`src/rtl/irdec_pkg.sv`:
```
package irdec_pkg;
  localparam int IR_W = 8;
  localparam int OP_W = IR_W - 1;
  localparam logic [IR_W-1:0] IR_CAPTURE = 8'b1000_0001;
  localparam logic [IR_W-1:0] IR_RESET   = 8'b1111_1111;

  localparam logic [OP_W-1:0] OP_BSCAN   = 7'h00;
  localparam logic [OP_W-1:0] OP_SAMPLE  = 7'h02;
  localparam logic [OP_W-1:0] OP_HIGHZ   = 7'h06;
  localparam logic [OP_W-1:0] OP_CLAMP   = 7'h07;
  localparam logic [OP_W-1:0] OP_RUNT    = 7'h09;
  localparam logic [OP_W-1:0] OP_READN   = 7'h0A;
  localparam logic [OP_W-1:0] OP_READT   = 7'h0B;
  localparam logic [OP_W-1:0] OP_SELFT   = 7'h0C;
  localparam logic [OP_W-1:0] OP_TOGGLE  = 7'h0D;
  localparam logic [OP_W-1:0] OP_CTLN    = 7'h0E;
  localparam logic [OP_W-1:0] OP_CTLT    = 7'h0F;

  typedef enum logic [1:0] {DSEL_BYPASS = 2'd0, DSEL_BOUNDARY = 2'd1, DSEL_CONTROL = 2'd2} dsel_e;
  typedef enum logic [1:0] {MODE_NORMAL = 2'd0, MODE_TEST = 2'd1, MODE_HIGHZ = 2'd2} mode_e;
  typedef enum logic [1:0] {CAP_NONE = 2'd0, CAP_PINS = 2'd1, CAP_HOLD = 2'd2, CAP_INVERT = 2'd3} cap_e;
  typedef enum logic [1:0] {RUN_NONE = 2'd0, RUN_CTLREG = 2'd1, RUN_TOGGLE = 2'd2} run_e;

  typedef struct packed {
    dsel_e dsel;
    mode_e mode;
    cap_e  cap;
    run_e  run;
  } decode_t;

  typedef struct packed {
    logic  capIr;
    logic  shIr;
    logic  capDr;
    logic  shDr;
    dsel_e dsel;
  } strobe_t;
endpackage

```
`src/rtl/irdec_control.sv`:
```
module irdec_control
  import irdec_pkg::*;
(
  input  logic            tck,
  input  logic            rstN,
  input  logic            tlrState,
  input  logic            captureIr,
  input  logic            shiftIr,
  input  logic            updateIr,
  input  logic            captureDr,
  input  logic            shiftDr,
  input  logic [IR_W-1:0] irShiftVal,
  output strobe_t         strb,
  output decode_t         dec
);
  logic [IR_W-1:0] shadow;

  // active instruction, loaded on the falling edge
  always_ff @(negedge tck or negedge rstN) begin
    if (!rstN)         shadow <= IR_RESET;
    else if (tlrState) shadow <= IR_RESET;
    else if (updateIr) shadow <= irShiftVal;
  end

  always_comb begin
    dec = '{dsel: DSEL_BYPASS, mode: MODE_NORMAL, cap: CAP_NONE, run: RUN_NONE};
    case (shadow[OP_W-1:0])
      OP_BSCAN:  dec = '{DSEL_BOUNDARY, MODE_TEST,   CAP_PINS,   RUN_NONE};
      OP_SAMPLE: dec = '{DSEL_BOUNDARY, MODE_NORMAL, CAP_PINS,   RUN_NONE};
      OP_HIGHZ:  dec = '{DSEL_BYPASS,   MODE_HIGHZ,  CAP_NONE,   RUN_NONE};
      OP_CLAMP:  dec = '{DSEL_BYPASS,   MODE_TEST,   CAP_NONE,   RUN_NONE};
      OP_RUNT:   dec = '{DSEL_BYPASS,   MODE_TEST,   CAP_NONE,   RUN_CTLREG};
      OP_READN:  dec = '{DSEL_BOUNDARY, MODE_NORMAL, CAP_HOLD,   RUN_NONE};
      OP_READT:  dec = '{DSEL_BOUNDARY, MODE_TEST,   CAP_HOLD,   RUN_NONE};
      OP_SELFT:  dec = '{DSEL_BOUNDARY, MODE_NORMAL, CAP_INVERT, RUN_NONE};
      OP_TOGGLE: dec = '{DSEL_BYPASS,   MODE_TEST,   CAP_NONE,   RUN_TOGGLE};
      OP_CTLN:   dec = '{DSEL_CONTROL,  MODE_NORMAL, CAP_HOLD,   RUN_NONE};
      OP_CTLT:   dec = '{DSEL_CONTROL,  MODE_TEST,   CAP_HOLD,   RUN_NONE};
      default:   ;
    endcase
  end

  assign strb = '{capIr: captureIr, shIr: shiftIr, capDr: captureDr, shDr: shiftDr, dsel: dec.dsel};


  tlr_reset_chk: assert property (@(negedge tck) disable iff (!rstN)
    tlrState |=> shadow == IR_RESET);

  update_load_chk: assert property (@(negedge tck) disable iff (!rstN)
    (!tlrState && updateIr) |=> shadow == $past(irShiftVal));

  shadow_hold_chk: assert property (@(negedge tck) disable iff (!rstN)
    (!tlrState && !updateIr) |=> $stable(shadow));

  highz_bypass_chk: assert property (@(negedge tck) disable iff (!rstN)
    (dec.mode == MODE_HIGHZ) |-> (dec.dsel == DSEL_BYPASS));
endmodule

```
`src/rtl/irdec_datapath.sv`:
```
module irdec_datapath
  import irdec_pkg::*;
(
  input  logic            tck,
  input  logic            rstN,
  input  logic            tdi,
  input  strobe_t         strb,
  input  logic            bsrTdo,
  input  logic            bcrTdo,
  output logic [IR_W-1:0] irShiftVal,
  output logic            tdo,
  output logic            tdoEn
);
  logic [IR_W-1:0] irSr;
  logic            bypassBit;
  logic            drOut;
  logic            serialOut;

  always_ff @(posedge tck or negedge rstN) begin
    if (!rstN)           irSr <= IR_RESET;
    else if (strb.capIr) irSr <= IR_CAPTURE;
    else if (strb.shIr)  irSr <= {tdi, irSr[IR_W-1:1]};
  end

  always_ff @(posedge tck or negedge rstN) begin
    if (!rstN) bypassBit <= 1'b0;
    else if (strb.dsel == DSEL_BYPASS) begin
      if (strb.capDr)     bypassBit <= 1'b0;
      else if (strb.shDr) bypassBit <= tdi;
    end
  end

  always_comb begin
    unique case (strb.dsel)
      DSEL_BOUNDARY: drOut = bsrTdo;
      DSEL_CONTROL:  drOut = bcrTdo;
      default:       drOut = bypassBit;
    endcase
    serialOut = strb.shIr ? irSr[0] : drOut;
  end

  always_ff @(negedge tck or negedge rstN) begin
    if (!rstN) begin
      tdo   <= 1'b0;
      tdoEn <= 1'b0;
    end else begin
      tdo   <= serialOut;
      tdoEn <= strb.shIr | strb.shDr;
    end
  end

  assign irShiftVal = irSr;


  capture_pattern_chk: assert property (@(posedge tck) disable iff (!rstN)
    strb.capIr |=> irSr == IR_CAPTURE);

  shift_entry_chk: assert property (@(posedge tck) disable iff (!rstN)
    (strb.shIr && !strb.capIr) |=> irSr[IR_W-1] == $past(tdi));

  bypass_zero_chk: assert property (@(posedge tck) disable iff (!rstN)
    (strb.capDr && strb.dsel == DSEL_BYPASS) |=> bypassBit == 1'b0);
endmodule

```
`src/rtl/irdec_top.sv`:
```
module irdec_top
  import irdec_pkg::*;
(
  input  logic       tck,
  input  logic       rstN,
  input  logic       tdi,
  input  logic       tlrState,
  input  logic       captureIr,
  input  logic       shiftIr,
  input  logic       updateIr,
  input  logic       captureDr,
  input  logic       shiftDr,
  input  logic       bsrTdo,
  input  logic       bcrTdo,
  output logic       tdo,
  output logic       tdoEn,
  output logic [1:0] dataSel,
  output logic [1:0] devMode,
  output logic [1:0] capSrc,
  output logic [1:0] runOp
);
  strobe_t         strb;
  decode_t         dec;
  logic [IR_W-1:0] irShiftVal;

  irdec_control u_ctrl (
    .tck(tck), .rstN(rstN), .tlrState(tlrState), .captureIr(captureIr),
    .shiftIr(shiftIr), .updateIr(updateIr), .captureDr(captureDr),
    .shiftDr(shiftDr), .irShiftVal(irShiftVal), .strb(strb), .dec(dec)
  );

  irdec_datapath u_dp (
    .tck(tck), .rstN(rstN), .tdi(tdi), .strb(strb), .bsrTdo(bsrTdo),
    .bcrTdo(bcrTdo), .irShiftVal(irShiftVal), .tdo(tdo), .tdoEn(tdoEn)
  );

  assign dataSel = dec.dsel;
  assign devMode = dec.mode;
  assign capSrc  = dec.cap;
  assign runOp   = dec.run;
endmodule

```
`config.mk`:
```
export PLATFORM = sky130hd
export DESIGN_NAME = irdec_top
export DESIGN_NICKNAME = d
export VERILOG_FILES = /design/src/rtl/irdec_pkg.sv /design/src/rtl/irdec_control.sv /design/src/rtl/irdec_datapath.sv /design/src/rtl/irdec_top.sv
export SDC_FILE = /design/constraint.sdc
export NUM_CORES = 1
export LEC_CHECK = 0
export BUFFER_PORTS_ARGS = -buffer_cell sky130_fd_sc_hd__buf_2
export CAP_MARGIN = 20
export CORE_MARGIN = 3
export CORE_UTILIZATION = 52
export DETAILED_ROUTE_END_ITERATION = 7
export PLACE_DENSITY_LB_ADDON = 0.3
export SKIP_LAST_GASP = 1
export SYNTH_ARGS = -nofsm -noshare
export SYNTH_HDL_FRONTEND = slang
export SYNTH_SLANG_ARGS = --single-unit
```
`constraint.sdc`:
```
create_clock -name tck -period 2.85 [get_ports tck]
set_clock_uncertainty 0.15 [all_clocks]
set_input_delay 0.1425 -clock tck [delete_from_list [all_inputs] [get_ports tck]]
set_output_delay 0.1425 -clock tck [all_outputs]
set_load 0.05 [all_outputs]
```
* Yosys cells after proc, flatten, opt, wreduce, memory -nomap -nowiden
Index checks and enable logic that the tools add are counted.
** Word-level totals
- Flip-flop bits (word level) :: 18
- Input port bits :: 11
- Output and inout port bits :: 10
- Logic and storage cells :: 33
** Cells by class
- Equality and inequality tests :: 12
- Multiplexer cells :: 9
- Bitwise operators :: 1
- Reduce and logical (&&, ||, !) cells :: 6
** Operator list (count)
- 8-bit case mux with 11 select lines :: 1
- 7-bit by 4-bit == test with 1-bit output (second input constant) :: 7
- 8-bit two-way mux :: 2
- 7-bit by 3-bit == test with 1-bit output (second input constant) :: 2
- 7-bit two-way mux :: 2
- 7-bit by 2-bit == test with 1-bit output (second input constant) :: 1
- 7-bit zero test :: 1
- 2-bit nonzero test :: 3
- 1-bit two-way mux :: 3
- 2-bit by 1-bit == test with 1-bit output (second input constant) :: 1
- 2-bit == test (second input constant) :: 1
- 2-bit zero test :: 1
- 1-bit case mux with 2 select lines :: 1
- 2-bit AND reduction :: 1
- 1-bit OR :: 1

* Logic depth before layout (Yosys ltp)
Gate-level depths: netlist of run 1.
- Depth after elaboration :: 5
- Mapped depth :: 8
- Mapped depth without buffers :: 7

* Modules after synthesis
From an unflattened synthesis of run 1, not the netlist that was laid out.
** Second synthesis, totals
- Cell total of the unflattened synthesis :: 100
- Area total of the unflattened synthesis :: 1016.0 um^2
** Modules (own cells, without submodules)
- irdec_datapath :: instances 1, cells an instance 44, area each 518.0 um^2, seq. area each 285.3 um^2
- irdec_control :: instances 1, cells an instance 56, area each 498.0 um^2, seq. area each 183.9 um^2

==> results of run 1 <==
## kinds of logic after synthesis
group                      synth area share [%]
and+or+nand+nor                            17.1
DFF                                        49.0
AOI/OAI and AO/OA                          11.8
muxes                                      12.5
buffers and inverters                      5.62
adders and majority gates                  3.92
## layout by cell type (no fill, tap or decap), drive strengths merged, types with 2 or more instances in the layout
master / netlist / layout
buf: 6 / 41
dfstp: 15 / 15
mux2i: 12 / 12
inv: 5 / 11
nand2: 10 / 10
nor2: 8 / 8
dlygate4sd3: 0 / 4
a21oi: 4 / 4
clkbuf: 0 / 4
ha: 3 / 3
a211oi: 2 / 2
o21a: 2 / 2
nand3: 2 / 2
nor2b: 2 / 2
a211o: 2 / 2
dfrtn: 2 / 2
nor3: 2 / 2
or2: 2 / 2
## layout make-up
cell class | count | area [µm²] | area share (%)
Sequential cell | 18 | 469 | 32.5
Inverter | 4 | 15.0 | 1.04
Multi-Input combinational cell | 61 | 512 | 35.4
Timing Repair Buffer | 45 | 367 | 25.4
Clock inverter | 7 | 26.3 | 1.82
Tap cell | 24 | 30.0 | 2.08
Clock buffer | 4 | 26.3 | 1.82
## what timing repair did
| action | 4_1_cts | 5_1_grt |
|---|---|---|
| endpoints found under the hold margin | 17 | 0 |
| endpoints found under the setup margin | 9 | 9 |
| setup buffers | 1 | 2 |
| hold buffers | 4 | 0 |
| resized for setup | 20 | 6 |
| pin swaps | 6 | 3 |
## worst max-delay path: cells and delay by family (launching register included)
kind	cells	cell delay, ps
flops	1	560
compound gates	2	490
simple gates	1	140
buf+inv	1	140
## registers in the layout (all words and copies together), names as in the netlist
register and flops:
u_dp.irShiftVal 8, u_ctrl.shadow 7, u_dp.bypassBit 1, u_dp.tdo 1
u_dp.tdoEn 1
## cell usage after synthesis, drive strengths merged
library cell	number
nor3b	1
o22ai	1
or2	2
a211o	2
dfrtn	2
a22o	1
a21oi	4
nand3b	1
nand4	1
ha	3
dfrtp	1
or3	1
buf	6
nand3	2
nor2b	2
nand2	10
inv	5
nor4	1
o21a	2
dfstp	15
a21o	1
a221o	1
nor3	2
o211ai	1
nor2	8
mux2i	12
a211oi	2
## power by group through the flow
stage / combinational, mW / clock (mW) / sequential, mW
5_1_grt: 0.122 / 0.186 / 0.294
6_report: 0.114 / 0.170 / 0.292
2_1_floorplan: 0.0545 / 0.0173 / 0.299
4_1_cts: 0.105 / 0.165 / 0.291
3_5_place_dp: 0.0961 / 0.0173 / 0.294
3_3_place_gp: 0.0933 / 0.0173 / 0.293
## worst min path at each step
| stage | start | to | cells past startpoint |
|---|---|---|---|
| after floorplan | rstN | u_dp.bypassBit$_DFFE_PN0P_ | 0 |
| after global placement | rstN | u_dp.bypassBit$_DFFE_PN0P_ | 1 |
| after detailed placement | rstN | u_dp.bypassBit$_DFFE_PN0P_ | 1 |
| after CTS | shiftDr | u_dp.bypassBit$_DFFE_PN0P_ | 3 |
| after global routing | shiftDr | u_dp.bypassBit$_DFFE_PN0P_ | 3 |
| final | shiftDr | u_dp.bypassBit$_DFFE_PN0P_ | 3 |
## layer usage
metal | GRT usage [%] | share of wire [%] | vias to the layer above
li1 | - | - | 406
met1 | 27.7 | 41 | 442
met2 | 41.2 | 53 | 44
met3 | 2.45 | 4.1 | 4
met4 | 7.58 | 0.93 | 0
met5 | 0 | 0 | -
==> results.sh, run 1 <==
export IMPL_ys_top_cells_by_area="dfstp_2 (41%), mux2i_1 (13%), dfrtn_1 (5.2%)"
export IMPL_worstSetupEndpointType="primary output"
export IMPL_grt_max_degree=19
export IMPL_synth_seq_cells=18
export IMPL_cp_cell_sequence="nand3b_1 > a211oi_4 > a21o_2 > buf_8"
export IMPL_p_switching_mw=0.180
export IMPL_io_pins=21
export IMPL_synth_top_cell_by_area="dfstp_2"
export IMPL_wirelength_um=2800
export IMPL_yosys_warnings=0
export IMPL_fin_setup_tns_ps=-4270
export IMPL_nets=154
export IMPL_port_buffer_count=20
export IMPL_grt_antenna_before_repair=0
export IMPL_instances_no_fill=163
export IMPL_vias=896
export IMPL_regToRegSetupSlack_ps=-490
export IMPL_violations="setup timing"
export IMPL_synth_cells=90
export IMPL_rows=14
export IMPL_grt_pass1_wl_um=4260
export IMPL_r2r_start="u_ctrl.shadow[3]$_DFFE_NN1P_"
export IMPL_finalPower_mw=0.576
export IMPL_path_class="reg2out"
export IMPL_crit_path_start="u_ctrl.shadow[3]$_DFFE_NN1P_"
export IMPL_synth_nets=104
export IMPL_cp_endpoint="dataSel[0]"
export IMPL_dieArea_um2=2390
export IMPL_relSlewSlack_pct=74.7
export IMPL_whs_ps=97.7
export IMPL_syn_area_um2=957
export IMPL_gp_congestion=0.834
export IMPL_cts_made_buffers=3
export IMPL_die_w_um=48.9
export IMPL_min_delay_path_class="in2reg"
export IMPL_hpwl_um=1580
export IMPL_power_leakage_nw=0.691
export IMPL_start_kind="register"
export IMPL_ys_seq_area_share_pct=49.0
export IMPL_placed_cell_area_um2=1240
export IMPL_pre_cts_slack_ps=-316
export IMPL_fin_area_um2=1450
export IMPL_slowest_delay_ps=560
export IMPL_fin_util_pct=89.7
export IMPL_internal_power_mw=0.396
export IMPL_cts_htree_levels=1
export IMPL_p_seq_share_pct=50.8
export IMPL_grt_pass1_vias=925
export IMPL_swShare_pct=31.2
export IMPL_r2r_end="u_dp.bypassBit$_DFFE_PN0P_"
export IMPL_avgSynthCellArea_um2=10.6
export IMPL_ys_types=32
export IMPL_setup_violations=9
export IMPL_cp_required_ps=2560
export IMPL_p_clk_share_pct=29.4
export IMPL_powerDensity_nw_per_um2=399
export IMPL_run_status="finished, violations left"
export IMPL_cts_root_buffer="clkbuf_4"
export IMPL_synth_top_area_share_pct=41.2
export IMPL_initial_utilization_pct=59.4
export IMPL_dieHeight_um=48.9
export IMPL_drv_cap=0
export IMPL_ant_nets=0
export IMPL_clockBufferDepth=2
export IMPL_fill_cells=79
export IMPL_via_per_inst=5.50
export IMPL_drc_errors=0
export IMPL_ir_worst_vdd_uv=383
export IMPL_coreArea_um2=1610
export IMPL_final_max_slew_violation_count=0
export IMPL_combPwrFrac_pct=19.8
export IMPL_cts_tree="yes"
export IMPL_hold_viol_final=0
export IMPL_detail_route_wl_per_cell_um=17.2
export IMPL_drtPass1Iterations=4
export IMPL_antennaDiodeCount=0
export IMPL_drt_iter0_drc=24
export IMPL_grt_overflow_total=0
export IMPL_rsz0062_at_grt="yes"
export IMPL_r2r_cells=7
export IMPL_track_usage_pct=22.7
export IMPL_drive_gt1_share_pct=54.0
export IMPL_worst_path_max_fanout=4
export IMPL_clk_pin_slew_ps=100
export IMPL_worstMarginPinSlew_ps=380
export IMPL_crit_path_top_delay_cell="dfstp_2"
export IMPL_cts_sinks=18
export IMPL_cp_arrival_ps=3100
export IMPL_fin_ws_ps=-543
export IMPL_syn_to_final_growth_pct=51.0
export IMPL_dp_cells=146
export IMPL_clock_latency_ps=360
(Power assumes the default switching activity.)
==> inputs of run 2 (changes only) <==
--- a/config.mk
+++ b/config.mk
@@ -7,10 +7,11 @@
 export LEC_CHECK = 0
 export BUFFER_PORTS_ARGS = -buffer_cell sky130_fd_sc_hd__buf_2
 export CAP_MARGIN = 20
-export CORE_MARGIN = 3
+export CORE_MARGIN = 2
 export CORE_UTILIZATION = 52
 export DETAILED_ROUTE_END_ITERATION = 7
 export PLACE_DENSITY_LB_ADDON = 0.3
+export REMOVE_ABC_BUFFERS = 1
 export SKIP_LAST_GASP = 1
 export SYNTH_ARGS = -nofsm -noshare
 export SYNTH_HDL_FRONTEND = slang
==> run 2 against run 1 <==
  * The run still ends with setup timing left
  * Sequential power up 1%
  * Combinational power about the same
  * Register-to-register slack about the same
  * Die area down 8.0%
  * Largest power group unchanged
  * Count of clock-buffer cells in the layout unchanged
  * Cell count up 6.1%
  * Largest cell class unchanged
  * Critical endpoint is now runOp[1]
==> results.sh, run 2 (synthesis gave the netlist of run 1 again) <==
export IMPL_run_status="finished, violations left"
export IMPL_dieArea_um2=2200
export IMPL_cp_required_ps=2560
export IMPL_powerDensity_nw_per_um2=387
export IMPL_final_common_cell="buf_4"
export IMPL_path_class="reg2out"
export IMPL_grt_overflow_total=0
export IMPL_grt_pass1_wl_um=3900
export IMPL_cp_arrival_ps=3300
export IMPL_detail_route_wl_per_cell_um=20.2
export IMPL_die_w_um=46.9
export IMPL_min_delay_path_class="in2reg"
export IMPL_r2r_start="u_ctrl.shadow[3]$_DFFE_NN1P_"
export IMPL_track_usage_pct=25.8
export IMPL_crit_path_start="u_ctrl.shadow[5]$_DFFE_NN1P_"
export IMPL_grt_max_degree=19
export IMPL_drive_gt1_share_pct=58.1
export IMPL_hpwl_um=1400
export IMPL_antennaDiodeCount=0
export IMPL_final_cell_mix="buf_4 (28), dfstp_2 (15), mux2i_1 (12), buf_2 (12), inv_1 (10)"
export IMPL_worst_path_max_fanout=3
export IMPL_rsz0062_at_grt="yes"
export IMPL_r2r_cells=8
export IMPL_nets=163
export IMPL_grt_use_met3_pct=3.46
export IMPL_clk_pin_slew_ps=110
export IMPL_worstMarginPinSlew_ps=403
export IMPL_start_kind="register"
export IMPL_finalPower_mw=0.591
export IMPL_cts_sinks=18
export IMPL_cts_tree="yes"
export IMPL_final_max_slew_violation_count=0
export IMPL_drtPass1Iterations=4
export IMPL_drc_errors=0
export IMPL_grt_antenna_before_repair=0
export IMPL_rows=15
export IMPL_ir_worst_vdd_uv=432
export IMPL_drv_cap=0
export IMPL_setup_violations=10
export IMPL_instances_no_fill=173
export IMPL_cts_root_buffer="clkbuf_4"
export IMPL_worstSetupEndpointType="primary output"
export IMPL_cp_endpoint="runOp[1]"
export IMPL_power_leakage_nw=0.734
export IMPL_port_buffer_count=20
export IMPL_clockBufferDepth=2
export IMPL_regToRegSetupSlack_ps=-500
export IMPL_via_per_inst=5.80
export IMPL_violations="setup timing"
export IMPL_io_pins=21
export IMPL_coreArea_um2=1730
export IMPL_vias=1004
export IMPL_wirelength_um=3490
export IMPL_met2_usage_pct=45.8
export IMPL_cts_made_buffers=3
export IMPL_initial_utilization_pct=55.4
export IMPL_busiest_layer="met2"
export IMPL_ant_nets=0
export IMPL_relSlewSlack_pct=73.1
export IMPL_fin_setup_tns_ps=-5680
export IMPL_clock_latency_ps=370
export IMPL_grt_pass1_vias=887
export IMPL_syn_to_final_growth_pct=59.5
export IMPL_drt_iter0_drc=65
export IMPL_gp_congestion=0.817
export IMPL_dieHeight_um=46.9
export IMPL_dp_cells=147
export IMPL_cts_htree_levels=1
export IMPL_fill_cells=80
export IMPL_hold_viol_final=0
export IMPL_r2r_end="u_dp.bypassBit$_DFFE_PN0P_"
export IMPL_fin_ws_ps=-747
export IMPL_largest_reg_flops=8
export IMPL_gr_usage_met1_pct=30.8
run 2: critical path, cell delays in order (launching register included):
cell	delay, ps
dfstp_2	370
buf_4	130
nor3_4	220
buf_6	160
nand3_2	100
nor3b_2	320
buf_6	210
run 2: where the power goes:
| part | internal, mW | total [mW] | leakage [nW] | switching [mW] |
|---|---|---|---|---|
| Clock | 0.0674 | 0.179 | 0.0523 | 0.111 |
| Combinational | 0.0485 | 0.116 | 0.489 | 0.0677 |
| Sequential | 0.280 | 0.296 | 0.193 | 0.0159 |
run 2: how the worst min path moves through the flow:
stage | startpoint | to | slack [ps] | cells past startpoint
3_3_place_gp | rstN | u_dp.bypassBit$_DFFE_PN0P_ | -70 | 1
5_1_grt | shiftDr | u_dp.bypassBit$_DFFE_PN0P_ | 20 | 3
6_report | shiftDr | u_dp.bypassBit$_DFFE_PN0P_ | 20 | 3
4_1_cts | shiftDr | u_dp.bypassBit$_DFFE_PN0P_ | 1 | 3
3_5_place_dp | rstN | u_dp.bypassBit$_DFFE_PN0P_ | -60 | 1
2_1_floorplan | rstN | u_dp.bypassBit$_DFFE_PN0P_ | -300 | 0
run 2: layer usage:
metal	routed length (µm)	part of all wire, %	up-vias
met5	0	0	-
met4	176	5.0	0
met3	318	9.1	22
met2	1800	51	74
met1	1200	34	483
li1	-	-	425
run 2: area by class of cell:
cell class / count / area [µm²] / area share [%]
Clock buffer: 4 / 26.3 / 1.72
Clock inverter: 7 / 26.3 / 1.72
Inverter: 4 / 15.0 / 0.984
Multi-Input combinational cell: 61 / 528 / 34.6
Sequential cell: 18 / 469 / 30.7
Tap cell: 25 / 31.3 / 2.05
Timing Repair Buffer: 54 / 430 / 28.2
run 2: per-stage QoR:
| stage | setup slack [ps] | utilization, % | hold slack [ps] | cell area, µm² |
|---|---|---|---|---|
| floorplan | -1130 | - | -303 | 922 |
| global placement | -311 | 68.8 | -66.0 | 1190 |
| detailed placement | -377 | 68.8 | -60.0 | 1190 |
| CTS | -609 | 82.8 | 0.984 | 1430 |
| global route | -877 | 88.4 | 24.0 | 1530 |
| finish | -747 | 88.4 | 18.9 | 1530 |
run 2: repair_timing:
item	in CTS	in global routing
setup buffers	15	1
hold buffers	4	0
hold endpoints to repair	18	0
pin swaps	5	7
gates resized for setup	20	18
setup endpoints to repair	9	10
==> inputs of run 3 (changes only) <==
--- a/config.mk
+++ b/config.mk
@@ -7,6 +7,7 @@
 export LEC_CHECK = 0
 export BUFFER_PORTS_ARGS = -buffer_cell sky130_fd_sc_hd__buf_2
 export CAP_MARGIN = 20
+export CORE_ASPECT_RATIO = 1.2
 export CORE_MARGIN = 2
 export CORE_UTILIZATION = 52
 export DETAILED_ROUTE_END_ITERATION = 7
==> run 3 against run 2 <==
  * The flow still finishes with violations (setup timing)
  * First-iteration DRC count decreased by 85%
  * Final area shrank 3.9%
  * Sequential power shrank 1%
  * Worst hold slack gained 54 ps
  * Critical path type unchanged
  * Largest power group unchanged
  * Highest routed layer unchanged
==> results.sh, run 3 (synthesis gave the netlist of run 1 again) <==
export IMPL_violations="setup timing"
export IMPL_cts_sinks=18
export IMPL_powerDensity_nw_per_um2=395
export IMPL_grt_pass1_wl_um=3680
export IMPL_final_common_cell="buf_4"
export IMPL_clk_pin_slew_ps=90
export IMPL_instances_no_fill=163
export IMPL_drv_cap=0
export IMPL_drc_errors=0
export IMPL_crit_buf_inv=2
export IMPL_hold_viol_final=0
export IMPL_largest_reg_flops=8
export IMPL_placed_cell_area_um2=1180
export IMPL_regToRegSetupSlack_ps=-480
export IMPL_cp_required_ps=2560
export IMPL_ant_nets=0
export IMPL_slowest_delay_ps=390
export IMPL_fill_cells=101
export IMPL_clockBufferDepth=2
export IMPL_grt_antenna_before_repair=0
export IMPL_dieHeight_um=51
export IMPL_drt_iter0_drc=10
export IMPL_clock_latency_ps=360
export IMPL_path_class="reg2out"
export IMPL_cts_root_buffer="clkbuf_4"
export IMPL_cp_top_family="simple AND/OR/NAND/NOR gates"
export IMPL_initial_utilization_pct=53.6
export IMPL_drive_gt1_share_pct=56.9
export IMPL_cts_tree="yes"
export IMPL_ir_worst_vdd_uv=336
export IMPL_power_leakage_nw=0.715
export IMPL_nets=159
export IMPL_grt_overflow_total=0
export IMPL_grt_pass1_vias=833
export IMPL_track_usage_pct=22.3
export IMPL_final_max_slew_violation_count=0
export IMPL_min_delay_path_class="in2reg"
export IMPL_fin_ws_ps=-587
export IMPL_hpwl_um=1480
export IMPL_antennaDiodeCount=0
export IMPL_worstMarginPinSlew_ps=366
export IMPL_fin_area_um2=1470
export IMPL_dp_cells=141
export IMPL_port_buffer_count=20
export IMPL_crit_path_top_delay_cell="or3_4"
export IMPL_die_w_um=43.2
export IMPL_start_kind="register"
export IMPL_fin_util_pct=82.1
export IMPL_setup_violations=9
export IMPL_worst_path_max_fanout=2
export IMPL_cp_arrival_ps=3140
export IMPL_coreArea_um2=1790
export IMPL_rsz0062_at_grt="yes"
export IMPL_via_per_inst=5.27
export IMPL_rows=17
export IMPL_dieArea_um2=2200
export IMPL_final_cell_mix="buf_4 (24), dfstp_2 (15), buf_2 (13)"
export IMPL_cts_htree_levels=1
export IMPL_drtPass1Iterations=4
export IMPL_wirelength_um=2320
export IMPL_cp_cell_sequence="or3_4 > a211oi_4 > buf_4 > a21o_1 > buf_6"
export IMPL_io_pins=21
export IMPL_gp_congestion=0.819
export IMPL_pre_cts_slack_ps=-353
export IMPL_grt_max_degree=19
export IMPL_cts_made_buffers=3
export IMPL_relSlewSlack_pct=75.6
export IMPL_detail_route_wl_per_cell_um=14.3
export IMPL_vias=859
export IMPL_syn_to_final_growth_pct=53.2
export IMPL_whs_ps=72.6
export IMPL_worstSetupEndpointType="primary output"
export IMPL_run_status="finished, violations left"
==> run 3: stage by stage <==
step / total power, mW / setup TNS [ps]
CTS: 0.572 / -4420
global route: 0.611 / -5070
finish: 0.579 / -4380
floorplan: 0.354 / -5500
global placement: 0.396 / -2150
detailed placement: 0.399 / -2360
==> run 3: worst min-delay path, stage by stage <==
cell	delay (ps)
buf_2	110
o21a_1	150
o22ai_2	70
==> run 3: what timing repair did <==
action | in CTS | in global routing
hold endpoints to repair | 18 | 0
hold buffers | 4 | 0
resized for setup | 28 | 5
setup buffers | 5 | 4
setup endpoints to repair | 9 | 9
pin swaps | 9 | 3
==> run 3: power by group <==
part | switching (mW) | internal [mW]
combinational | 0.0593 | 0.0513
clock | 0.0994 | 0.0767
sequential | 0.0124 | 0.280
total | 0.171 | 0.408
==> run 3: routing by layer <==
metal	vias up	wire length, µm	GRT usage (%)
li1	419	-	-
met1	412	884	26.3
met2	20	1320	39.8
met3	8	62	2.12
met4	0	53	10.6
met5	-	0	0
==> run 3: path summary, 6_finish.rpt <==
check | startpoint | endpoint | cells after the start
min reg2reg | u_dp.irShiftVal[4]$_DFFE_PN1P_ | u_dp.irShiftVal[4]$_DFFE_PN1P_ | 2
max reg2reg | u_ctrl.shadow[6]$_DFFE_NN1P_ | u_dp.bypassBit$_DFFE_PN0P_ | 8
min | shiftDr | u_dp.bypassBit$_DFFE_PN0P_ | 3
max | u_ctrl.shadow[6]$_DFFE_NN1P_ | dataSel[0] | 5
min in group asynchronous | rstN | u_dp.bypassBit$_DFFE_PN0P_ | 2
max in group asynchronous | rstN | u_ctrl.shadow[0]$_DFFE_NN1P_ | 2
==> run 3: layout make-up <==
type                            instances  area (µm²)  share of cell area, %
Inverter                                4        17.5                   1.19
Timing Repair Buffer                   50         390                   26.6
Multi-Input combinational cell         61         509                   34.7
Tap cell                               19        23.8                   1.62
Sequential cell                        18         469                   32.0
Clock buffer                            4        30.0                   2.05
Clock inverter                          7        26.3                   1.79
